--- src/rtl/conv_seq_pkg.sv ---
package conv_seq_pkg;

   typedef enum logic [1:0] {
      SEQ_IDLE = 2'd0,
      SEQ_ONE  = 2'd1,
      SEQ_RUN  = 2'd2
   } seq_state_e;

   typedef struct packed {
      logic key_rst;
      logic go;
      logic halt;
   } seq_cmd_t;

endpackage

--- src/rtl/conv_seq_cmd_dec.sv ---
module conv_seq_cmd_dec
   import conv_seq_pkg::*;
#(
   parameter int CTRL_W = 8,
   parameter int KEY_W  = 6,
   parameter logic [KEY_W-1:0] KEY = 6'b010110
) (
   input  logic              wr_en,
   input  logic [CTRL_W-1:0] wr_data,
   output seq_cmd_t          cmd
);
   localparam int KEY_LSB = CTRL_W - KEY_W;

   if (KEY_LSB != 2) begin : g_bad_layout
      $error("control word must hold the key above exactly two command bits");
   end

   logic [KEY_W-1:0] bit_eq;
   logic             go_bit;
   logic             halt_bit;

   assign go_bit   = wr_data[1];
   assign halt_bit = wr_data[0];

   for (genvar i = 0; i < KEY_W; i++) begin : g_key
      assign bit_eq[i] = ~(wr_data[KEY_LSB+i] ^ KEY[i]);
   end

   always_comb begin
      cmd.key_rst = wr_en && (&bit_eq) && !go_bit && !halt_bit;
      cmd.go      = wr_en && go_bit && !halt_bit;
      cmd.halt    = wr_en && halt_bit && !go_bit;
   end
endmodule

--- src/rtl/conv_seq_ctrl.sv ---
module conv_seq_ctrl
   import conv_seq_pkg::*;
(
   input  logic     clk,
   input  logic     rst_n,
   input  seq_cmd_t cmd,
   input  logic     cont_mode,
   input  logic     pwr_down,
   input  logic     conv_done,
   output logic     conv_start,
   output logic     conv_busy,
   output logic     conv_abort,
   output logic     soft_rst_req,
   output logic     stop_pend,
   output logic     done_ok,
   output logic     flush
);
   seq_state_e state_q;
   logic       keep_running;

   assign conv_busy    = (state_q != SEQ_IDLE);
   assign flush        = cmd.key_rst || pwr_down;
   assign done_ok      = !flush && !cmd.go && conv_done && conv_busy;
   assign keep_running = (state_q == SEQ_RUN) && !stop_pend && !cmd.halt;

   always_ff @(posedge clk or negedge rst_n) begin
      if (!rst_n) begin
         state_q      <= SEQ_IDLE;
         conv_start   <= 1'b0;
         conv_abort   <= 1'b0;
         soft_rst_req <= 1'b0;
         stop_pend    <= 1'b0;
      end else begin
         conv_start   <= 1'b0;
         conv_abort   <= 1'b0;
         soft_rst_req <= cmd.key_rst;
         if (flush) begin
            state_q    <= SEQ_IDLE;
            stop_pend  <= 1'b0;
            conv_abort <= conv_busy;
         end else if (cmd.go) begin
            state_q    <= cont_mode ? SEQ_RUN : SEQ_ONE;
            conv_start <= 1'b1;
            conv_abort <= conv_busy;
            stop_pend  <= 1'b0;
         end else if (done_ok) begin
            if (keep_running) begin
               conv_start <= 1'b1;
            end else begin
               state_q   <= SEQ_IDLE;
               stop_pend <= 1'b0;
            end
         end else if (cmd.halt && state_q == SEQ_RUN) begin
            stop_pend <= 1'b1;
         end
      end
   end

   p_key_pulse_r1: assert property (@(posedge clk) disable iff (!rst_n)
      cmd.key_rst |=> soft_rst_req && !conv_busy);
   p_start_busy_r3: assert property (@(posedge clk) disable iff (!rst_n)
      (cmd.go && !flush) |=> conv_start && conv_busy);
   p_stream_on_r4: assert property (@(posedge clk) disable iff (!rst_n)
      (done_ok && state_q == SEQ_RUN && !stop_pend && !cmd.halt) |=> conv_start && conv_busy);
   p_restart_abort_r5: assert property (@(posedge clk) disable iff (!rst_n)
      (cmd.go && conv_busy && !flush) |=> conv_abort);
   p_stop_only_run_r7: assert property (@(posedge clk) disable iff (!rst_n)
      stop_pend |-> state_q == SEQ_RUN);
   p_pd_idle_r11: assert property (@(posedge clk) disable iff (!rst_n)
      pwr_down |=> !conv_busy && !conv_start);
endmodule

--- src/rtl/conv_seq_tally.sv ---
module conv_seq_tally #(
   parameter int CNT_W = 4
) (
   input  logic             clk,
   input  logic             rst_n,
   input  logic             flush,
   input  logic             done_ok,
   input  logic             result_rd,
   output logic [CNT_W-1:0] count,
   output logic             data_rdy
);
   localparam logic [CNT_W-1:0] ONE  = {{(CNT_W-1){1'b0}}, 1'b1};
   localparam logic [CNT_W-1:0] FULL = {CNT_W{1'b1}};

   if (CNT_W < 2) begin : g_bad_width
      $error("counter needs at least two bits");
   end

   always_ff @(posedge clk or negedge rst_n) begin
      if (!rst_n) begin
         count    <= FULL;
         data_rdy <= 1'b0;
      end else if (flush) begin
         count    <= FULL;
         data_rdy <= 1'b0;
      end else begin
         if (done_ok) begin
            count <= count + ONE;
         end
         if (done_ok) begin
            data_rdy <= 1'b1;
         end else if (result_rd) begin
            data_rdy <= 1'b0;
         end
      end
   end

   p_count_step_r9: assert property (@(posedge clk) disable iff (!rst_n)
      done_ok |=> count == $past(count) + ONE);
   p_flush_clear_r11: assert property (@(posedge clk) disable iff (!rst_n)
      flush |=> count == FULL && !data_rdy);
   p_ready_set_r10: assert property (@(posedge clk) disable iff (!rst_n)
      done_ok |=> data_rdy);
endmodule

--- src/rtl/conv_seq.sv ---
module conv_seq
   import conv_seq_pkg::*;
#(
   parameter int CTRL_W = 8,
   parameter int KEY_W  = 6,
   parameter logic [KEY_W-1:0] KEY = 6'b010110,
   parameter int CNT_W  = 4
) (
   input  logic              clk,
   input  logic              rst_n,
   input  logic              ctl_wr_en,
   input  logic [CTRL_W-1:0] ctl_wr_data,
   output logic [CTRL_W-1:0] ctl_rd_data,
   input  logic              cont_mode,
   input  logic              pwr_down,
   input  logic              conv_done,
   input  logic              result_rd,
   output logic              conv_start,
   output logic              conv_busy,
   output logic              conv_abort,
   output logic              soft_rst_req,
   output logic [CNT_W-1:0]  conv_count,
   output logic              data_rdy
);
   seq_cmd_t cmd;
   logic     stop_pend;
   logic     done_ok;
   logic     flush;

   conv_seq_cmd_dec #(.CTRL_W(CTRL_W), .KEY_W(KEY_W), .KEY(KEY)) u_dec (
      .wr_en   (ctl_wr_en),
      .wr_data (ctl_wr_data),
      .cmd     (cmd)
   );

   conv_seq_ctrl u_ctrl (
      .clk          (clk),
      .rst_n        (rst_n),
      .cmd          (cmd),
      .cont_mode    (cont_mode),
      .pwr_down     (pwr_down),
      .conv_done    (conv_done),
      .conv_start   (conv_start),
      .conv_busy    (conv_busy),
      .conv_abort   (conv_abort),
      .soft_rst_req (soft_rst_req),
      .stop_pend    (stop_pend),
      .done_ok      (done_ok),
      .flush        (flush)
   );

   conv_seq_tally #(.CNT_W(CNT_W)) u_tally (
      .clk       (clk),
      .rst_n     (rst_n),
      .flush     (flush),
      .done_ok   (done_ok),
      .result_rd (result_rd),
      .count     (conv_count),
      .data_rdy  (data_rdy)
   );

   assign ctl_rd_data = {{(CTRL_W-1){1'b0}}, stop_pend};

   p_readback_r2: assert property (@(posedge clk) disable iff (!rst_n)
      ctl_rd_data[0] |-> conv_busy && cont_mode == cont_mode);
endmodule

--- config.mk ---
export PLATFORM = sky130hd
export DESIGN_NAME = conv_seq
export DESIGN_NICKNAME = d
export VERILOG_FILES = /design/src/rtl/conv_seq_pkg.sv /design/src/rtl/conv_seq_cmd_dec.sv /design/src/rtl/conv_seq_ctrl.sv /design/src/rtl/conv_seq_tally.sv /design/src/rtl/conv_seq.sv
export SDC_FILE = /design/constraint.sdc
export NUM_CORES = 1
export LEC_CHECK = 0
export BUFFER_PORTS_ARGS = -buffer_cell sky130_fd_sc_hd__buf_2
export CAP_MARGIN = 20
export CORE_UTILIZATION = 39
export CTS_BUF_LIST = sky130_fd_sc_hd__clkbuf_2
export CTS_CLUSTER_SIZE = 16
export DETAILED_ROUTE_END_ITERATION = 8
export GPL_TIMING_DRIVEN = 0
export PLACE_DENSITY = 0.73
export SLEW_MARGIN = 25
export SYNTH_ARGS = -nofsm -noshare
export SYNTH_HDL_FRONTEND = slang
export SYNTH_SLANG_ARGS = --single-unit
--- constraint.sdc ---
create_clock -name clk -period 1.25 [get_ports clk]
set_clock_uncertainty 0.1 [all_clocks]
set_input_delay 0.0625 -clock clk [delete_from_list [all_inputs] [get_ports clk]]
set_output_delay 0.0625 -clock clk [all_outputs]
set_load 0.05 [all_outputs]
==> flow_metrics.tcl <==
set metrics [dict create \
    clock-sinks 11 \
    die_h_um 42.6 \
    rows 14 \
    drt-pass1-iter-count 4 \
    dr_wl_met3_um 82 \
    cts_buffer_depth 2 \
    crit_fanout 3 \
    place_ws_ns -0.217 \
    syn_area_per_cell_um2 10.4 \
    core_area_um2 1520 \
    critPathKind "flop to flop" \
    die_area_um2 1810 \
    end_kind "flop" \
    io_buffers 24 \
    hold_class "primary input to flop" \
    layout_common_cells "buf_2, buf_4, conb_1" \
    ys_types 33 \
    drtIter0Drc 17 \
    clk_pin_slew_worst_paths_ns 0.11 \
    routed_via_density 5.33 \
    fin_crit_sh_pct 109 \
    outcome "finished, violations left" \
    top_layer "met4" \
    ios 32 \
    worst_pin_slew_ns 0.506 \
    p_leak_nw 0.481 \
    final_area_um2 1030 \
    cts_made_buffers 3 \
    area.growth.synth_to_final_pct 60.0 \
    globalRouteTotalUtil_pct 18.3 \
    netlist_area_um2 642 \
    syn_inst 62 \
    slew_headroom_pct 65.8 \
    final_common_cell "buf_2" \
    fin_tns_setup_ns -0.531 \
    violations "negative setup slack" \
    grt_max_degree 12 \
    synth.area.top_cells "dfrtp_1, dfstp_2, buf_4" \
    gp_congestion 0.754 \
    rsz0062_at_grt "yes" \
    powerDensity_nw_per_um2 774 \
    dpl_cell_area_um2 837 \
    worstSkewPairLatency_ns 0.26 \
    cts_tree "done" \
    yosys_warnings 0 \
    dp_hpwl_mm 1.01 \
    antenna_found_initial 0 \
    antenna_cells 0 \
    root_buffer "clkbuf_2" \
    wl_met2_um 817 \
    max_freq_ghz 0.733 \
    vdd_drop_max_v 0.000510 \
    period_minus_slack_ns 1.36 \
    cp.arrival_ns 1.47 \
    routed-via-count 656 \
    yosysTopAreaCell "dfrtp_1" \
    antenna_left 0 \
    grt_pass1_vias 555 \
    grt_first_pass_wirelength_mm 2.45 \
    maxSlewViolCount 0 \
    synth_top_area_share_pct 27.3 \
    setup_viol 8 \
    setup_ws_ns -0.115 \
    maxCapViolCount 0 \
    synth-seq-cells 11 \
    drt-wirelength-per-cell_um 12.8 \
    die_w_um 42.6 \
    wl_mm 1.58 \
    ys_seq_area_share_pct 43.7 \
    whs_ns 0.0599 \
    grt_remaining_overflow 0 \
    hold_viol_final 0 \
    h-tree-depth 1 \
    worst_setup_path_start_kind "flop" \
    wl_met1_um 659 \
    final_layout_size_suffix_gt1_share_pct 56.1 \
    start_util_pct 42.1 \
    nNetsFinal 124 \
    drc 0 \
    required_ns 1.36 \
]
metrics by stage:
stage | utilization [%] | total power, mW | instances
after global placement | 54.9 | 0.551 | 108
after floorplan | - | 0.505 | 68
after global routing | 67.4 | 0.833 | 123
after detailed placement | 54.9 | 0.554 | 108
final | 67.4 | 0.795 | 123
after CTS | 64.2 | 0.782 | 122
registers in the layout, summed over array words and instances, names as in the netlist:
name / flops
u_tally.count: 4
u_ctrl.state_q: 2
u_ctrl.conv_abort: 1
u_ctrl.conv_start: 1
u_ctrl.soft_rst_req: 1
u_ctrl.stop_pend: 1
u_tally.data_rdy: 1
cell families (layout without fill, tap and decap cells):
group	count (synthesis)	in the layout	synth area share [%]
adders and majority gates	1	1	1.95
AOI/OAI and AO/OA	17	17	18.9
muxes	1	1	1.56
buffers and inverters	9	48	11.1
other	1	7	0.584
DFF	11	11	43.7
and+or+nand+nor	22	22	22.2
metal layers:
metal / track usage, % / vias to the layer above
met4: 7.50 / 0
met1: 22.0 / 307
li1: - / 318
met2: 31.4 / 27
met3: 3.88 / 4
met5: 0 / -
where the power goes:
| group | switching (mW) | leakage, nW | internal [mW] |
|---|---|---|---|
| Combinational | 0.130 | 0.329 | 0.0827 |
| Sequential | 0.00665 | 0.136 | 0.366 |
| Clock | 0.124 | 0.0166 | 0.0849 |
| Total | 0.261 | 0.481 | 0.534 |
final timing paths:
check / from / to / slack [ns] / depth (start not counted)
worst max-delay path: u_tally.count[1] / u_tally.count[3] / -0.11 / 3
worst min-delay path: ctl_wr_data[5] / u_ctrl.soft_rst_req / 0.06 / 3
worst max register to register: u_tally.count[1] / u_tally.count[3] / -0.11 / 3
worst min register to register: u_tally.count[3] / u_tally.count[3] / 0.42 / 2
max in group asynchronous: rst_n / u_tally.count[2] / 0.71 / 2
min in group asynchronous: rst_n / u_ctrl.soft_rst_req / 0.09 / 2
cell type report:
class | count | area (um^2)
well taps | 16 | 20.0
multi-input cells | 48 | 385
repair buffers | 35 | 240
fillers | 115 | 497
plain buffers | 9 | 71.3
flip-flops and latches | 11 | 290
clock buffers | 4 | 20.0
synthesized netlist by cell type (all sizes together):
cell,n
o31ai,1
a21oi,3
or3,1
nor3,1
a21boi,1
or2b,1
a2111o,1
dfstp,4
ha,1
nor4bb,1
mux2i,1
o21ai,4
a32oi,1
dfrtp,7
o21a,1
nor2b,2
buf,9
a311oi,1
nor3b,1
a41oi,1
a41o,1
conb,1
nor2,2
or4,1
nand2b,1
or2,1
a31oi,1
nand3,5
a211o,1
and4,2
nand3b,2
and3b,1
worst max-delay path, stage by stage, from the launching register on:
cell and delay [ns]:
dfstp_4 0.64, nand3_2 0.08, or4_1 0.39, nand3_1 0.10
repair_timing:
item,CTS,global route
setup buffers,5,0
hold buffers,5,1
pin swaps,3,1
gates resized for setup,11,8
endpoints found under the hold margin,18,1
setup endpoints to repair,10,14
Note: power is estimated with default switching activity, not from simulation.
